[config.mk]
export PLATFORM = sky130hd
export DESIGN_NAME = dpsk_phase_encoder
export DESIGN_NICKNAME = d
export VERILOG_FILES = /design/src/rtl/dpsk_pkg.sv /design/src/rtl/dpsk_change_decode.sv /design/src/rtl/dpsk_phase_acc.sv /design/src/rtl/dpsk_phase_encoder.sv
export SDC_FILE = /design/constraint.sdc
export NUM_CORES = 1
export LEC_CHECK = 0
export ABC_AREA = 0
export BUFFER_PORTS_ARGS = -buffer_cell sky130_fd_sc_hd__buf_2
export CORE_AREA = 5 5 43 45
export CTS_CLUSTER_DIAMETER = 80
export DETAILED_ROUTE_END_ITERATION = 12
export DIE_AREA = 0 0 48 50
export GPL_TIMING_DRIVEN = 0
export PLACE_DENSITY = 0.59
export SYNTH_ARGS = -nofsm -noshare
export SYNTH_HDL_FRONTEND = slang
export SYNTH_HIERARCHICAL = 1
export SYNTH_SLANG_ARGS = --single-unit
export TNS_END_PERCENT = 5
[constraint.sdc]
create_clock -name clk -period 4.2 [get_ports clk]
set_input_delay 0.84 -clock clk [delete_from_list [all_inputs] [get_ports clk]]
set_output_delay 0.84 -clock clk [all_outputs]
set_load 0.02 [all_outputs]
[src/rtl/dpsk_pkg.sv]
package dpsk_pkg;

    localparam int PHASE_W = 3;
    localparam int SYM_W   = 4;
    localparam int MODE_W  = 3;

    typedef enum logic [MODE_W-1:0] {
        MODE_TRIBIT   = 3'd0,
        MODE_DIBIT    = 3'd1,
        MODE_QUADRANT = 3'd2,
        MODE_QUADBIT  = 3'd3,
        MODE_FALLBACK = 3'd4
    } line_mode_e;

    typedef struct packed {
        logic [PHASE_W-1:0] step;
        logic               amp;
    } phase_change_t;

    // Gray-like tribit change table, 45-degree units
    function automatic logic [PHASE_W-1:0] tribit_step(input logic [2:0] b);
        case (b)
            3'b001:  return 3'd0;
            3'b000:  return 3'd1;
            3'b010:  return 3'd2;
            3'b011:  return 3'd3;
            3'b111:  return 3'd4;
            3'b110:  return 3'd5;
            3'b100:  return 3'd6;
            default: return 3'd7;
        endcase
    endfunction

    // 90-degree dibit table
    function automatic logic [PHASE_W-1:0] dibit_step(input logic [1:0] b);
        case (b)
            2'b00:   return 3'd0;
            2'b01:   return 3'd2;
            2'b11:   return 3'd4;
            default: return 3'd6;
        endcase
    endfunction

    // quadrant-change dibit table
    function automatic logic [PHASE_W-1:0] quadrant_step(input logic [1:0] b);
        case (b)
            2'b01:   return 3'd0;
            2'b00:   return 3'd2;
            2'b10:   return 3'd4;
            default: return 3'd6;
        endcase
    endfunction

endpackage

[src/rtl/dpsk_change_decode.sv]
module dpsk_change_decode
    import dpsk_pkg::*;
(
    input  logic [MODE_W-1:0] mode,
    input  logic [SYM_W-1:0]  word,
    output phase_change_t     chg
);

    always_comb begin
        chg = '0;
        case (mode)
            MODE_TRIBIT:   chg.step = tribit_step(word[2:0]);
            MODE_DIBIT:    chg.step = dibit_step(word[1:0]);
            MODE_QUADRANT: chg.step = quadrant_step(word[1:0]);
            MODE_QUADBIT: begin
                chg.step = tribit_step(word[2:0]);
                chg.amp  = word[3];
            end
            MODE_FALLBACK: chg.step = tribit_step(word[2:0]);
            default:       chg = '0;   // unused codes give no change
        endcase
    end

    // the 90-degree modes only move by even steps
    always_comb begin
        if (mode == MODE_DIBIT || mode == MODE_QUADRANT)
            a_r2_even_step: assert (chg.step[0] == 1'b0);
    end

    // fallback never raises the amplitude class
    always_comb begin
        if (mode == MODE_FALLBACK)
            a_r5_amp_low: assert (chg.amp == 1'b0);
    end

endmodule

[src/rtl/dpsk_phase_acc.sv]
module dpsk_phase_acc
    import dpsk_pkg::*;
(
    input  logic               clk,
    input  logic               rst,
    input  logic               in_valid,
    input  phase_change_t      chg,
    output logic               out_valid,
    output logic [PHASE_W-1:0] phase,
    output logic               amp
);

    logic [PHASE_W-1:0] phase_next;

    assign phase_next = phase + chg.step;   // wraps modulo 2**PHASE_W

    always_ff @(posedge clk) begin
        if (rst) begin
            phase     <= '0;
            amp       <= 1'b0;
            out_valid <= 1'b0;
        end else begin
            out_valid <= in_valid;
            if (in_valid) begin
                phase <= phase_next;
                amp   <= chg.amp;
            end
        end
    end

    a_r7_pulse_after_strobe: assert property (@(posedge clk) disable iff (rst)
        in_valid |=> out_valid);

    a_r7_no_spurious_valid: assert property (@(posedge clk) disable iff (rst)
        !in_valid |=> !out_valid);

    a_r7_hold_when_idle: assert property (@(posedge clk) disable iff (rst)
        !in_valid |=> ($stable(phase) && $stable(amp)));

    a_r6_accumulate: assert property (@(posedge clk) disable iff (rst)
        in_valid |=> (phase == PHASE_W'($past(phase) + $past(chg.step))));

    a_r8_reset_clears: assert property (@(posedge clk)
        rst |=> (!out_valid && phase == '0));

endmodule

[src/rtl/dpsk_phase_encoder.sv]
module dpsk_phase_encoder
    import dpsk_pkg::*;
(
    input  logic               clk,
    input  logic               rst,
    input  logic [MODE_W-1:0]  mode,
    input  logic               sym_valid,
    input  logic [SYM_W-1:0]   sym_word,
    output logic               pt_valid,
    output logic [PHASE_W-1:0] pt_phase,
    output logic               pt_amp
);

    phase_change_t chg;

    dpsk_change_decode u_decode (
        .mode (mode),
        .word (sym_word),
        .chg  (chg)
    );

    dpsk_phase_acc u_acc (
        .clk       (clk),
        .rst       (rst),
        .in_valid  (sym_valid),
        .chg       (chg),
        .out_valid (pt_valid),
        .phase     (pt_phase),
        .amp       (pt_amp)
    );

endmodule

==> impl_results.md <==
* Die width at roughly 48 um
* Starting Density at 32.1%
* H-tree level count at 1
* Setup TNS at 0 ps
* CTS Buf Count at 3
* DRT Pass-1 Iters at 2
* Antenna viol nets, final at 0
* Largest net degree at the start of global routing at 8
* Hold Crit Start: u_acc/amp
* Outcome: completed
* Yosys warns at 6
* Total number of vias at ~420
* Cell variety after synth at 24
* Part of the Yosys area used for sequential elements at 21.7%
* Cells after Synth at between 50 and 60
* Final-report hold violation count at 0
* WP data required at 4330 ps
* Core area at 1440 um2
* Final core utilization at 39.9%
* Vias/cell at ~4.6
* Maxcap violations at 0
* Final Critical Period at 2810 ps
* WS Path Type: in -> reg
* RSZ-0062 raised after global routing: no
* PostCTS Resize Cnt at 0
* CTS tree: yes
* Io pins at 15
* Vias in the first global route at between 400 and 500
* Final setup violating endpoints at 0
* Iter 0 DRT Violations at 6
* Cell Chain, Critical Path: buf_2 > inv_1 > ha_1 > nor3_1 > o21a_2 > o31ai_1 > o311ai_1 > fa_1 > xor2_1 > a21oi_1 > a31o_1
* Worst-Margin Slew at 383 ps
* Startpoint Class: input pin
* Syn nets at 75
* Final setup margin at around 1400 ps
* Non-Filler Instances at 90
* WL final at about 860 um
* Maximum operating frequency at 355 MHz
* Cell family with most CP delay: compound AO/OA/AOI/OAI gates
* Crit end category: flip-flop
* R2R Path Start: u_acc/phase[0]
* Commonest non-fill, non-tap cell in the layout: buf_2
* Clock transition at path regs at 40 ps
* CP startpoint: sym_word[0]
* Total GRT Usage at a little under a tenth
* CTS sink count at 5
* Mean Syn Cell Area at about 8.1 um2
* CTS Root Cell: clkbuf_4
* Antenna diodes at 0
* Die H at about 50 um
* Clock skew at about 1.2 ps
* CTS Buffer Depth at 2
* Worst-Skew Late Latency at about 240 ps
* Worst-path fanout max at 5
* Buf/Inv on CP at 2
* Setup Fix Bufs, Post-CTS at 0
* Initial antenna violation count at 0
* Slowest cell on the critical path: fa_1
* Die Area at 2400 um2
* Port Buffer Count at 13
* Tcrit/Tclk final at 67.0%
* WL per Instance at 9.59 um
* Residual DRC at 0
* Synthesized cell area at 462 um2
* Hpwl dp at between 700 and 800 um
* Routability cong. at around 0.79
* Worst relative slew slack at 74.1%
* Commonest non-fill, non-tap cells in the layout: buf_2 (14), nor2_1 (10), ha_1 (7)
* Hold WC Path Type: reg -> reg
* Maximum vdd drop at 132 uV
* Proportion of layout cells with a drive suffix above 1 at roughly 24%
* Min Hold Slack at 500 ps
* Row cnt at 14
* Hold buffer count at cts at 0
* DP Cell Count at 86
* Largest stage delay, worst path at about 450 ps
* Area of the multi-input gates at between 300 and 400 um2
* Setup WS pre-CTS at around 1100 ps
* Global-route wire length before repair at roughly 1700 um
* Leakage at 0.000297 uW
* Reg area at between 100 and 150 um2
* Critical path data arrival time at about 3000 ps
* Final slew viol count at 0
* NumNets Final at 93
* Area grow syn2layout at 24.1%
* Total gr overflow at 0
* Final-layout fill cell count at 158
* Cell Pwr Density at around 270 nW/um2
* Flops & latches, synth at 5
==> cell type report <==
| class | instances | area share, % |
|---|---|---|
| Inverter | 5 | 3.28 |
| Sequential cell | 5 | 17.5 |
| Timing Repair Buffer | 13 | 11.4 |
| Tap cell | 16 | 3.49 |
| Clock buffer | 4 | 4.59 |
| Buffer | 1 | 0.873 |
| Multi-Input combinational cell | 46 | 59.0 |
==> Yosys cell counts, drive strengths merged <==
cell type,n,area (um2)
dfxtp,5,100
inv,5,18.8
nor2,10,37.5
o211ai,1,7.51
nor3b,2,15.0
ha,7,87.6
fa,1,20.0
xor2,1,8.76
and2,1,6.26
nand2,2,7.51
or3,1,6.26
nor3,3,15.0
buf,1,5.00
o31ai,1,7.51
a31o,1,8.76
o21a,1,8.76
o311ai,1,8.76
a21oi,4,20.0
nor2b,1,6.26
o31a,1,8.76
o21ai,1,5.00
mux2i,4,40.0
nand2b,1,6.26
o22ai,1,6.26
==> where the power goes <==
| group | total [uW] | internal, uW | switching [uW] |
|---|---|---|---|
| clock network | 55.4 | 35.9 | 19.5 |
| logic | 47.0 | 20.2 | 26.8 |
| registers | 53.8 | 51.4 | 2.39 |
| total | 156 | 108 | 48.7 |
==> registers in the layout (all words and copies together), names as in the netlist <==
register         cells
u_acc/out_valid      1
u_acc/phase          3
u_acc/amp            1
==> tightest hold or removal path, cell delays in order (launching register included) <==
cell,delay [ps]
dfxtp_1,320
mux2i_1,60
nor2_1,80
==> metrics by stage <==
step | cell area (um2) | power [uW]
2_1_floorplan | 462 | 86.7
5_1_grt | 573 | 172
3_3_place_gp | 547 | 102
3_5_place_dp | 547 | 102
6_report | 573 | 156
4_1_cts | 573 | 160
==> layer usage <==
| layer | vias up | GRT usage (%) | routed length (um) |
|---|---|---|---|
| li1 | 230 | - | - |
| met1 | 178 | 12.3 | 433 |
| met2 | 9 | 12.8 | 387 |
| met3 | 0 | 4.73 | 42 |
| met4 | 0 | 4.04 | 0 |
| met5 | - | 0 | 0 |
==> kinds of logic after synthesis <==
logic type      count (synthesis)  synth area share (%)
compound gates                 12                  17.6
buf+inv                         6                  5.15
simple gates                   21                  21.7
fa+ha+maj                       8                  23.3
mux                             4                  8.67
xor+xnor                        1                  1.90
flops                           5                  21.7
==> worst paths after layout <==
kind | endpoint | slack [ps] | cells after the start
max | u_acc/phase[2] | 1390 | 11
min | u_acc/amp | 500 | 2
max reg2reg | u_acc/phase[2] | 2760 | 5
min reg2reg | u_acc/amp | 500 | 2
(Power assumes the default switching activity.)
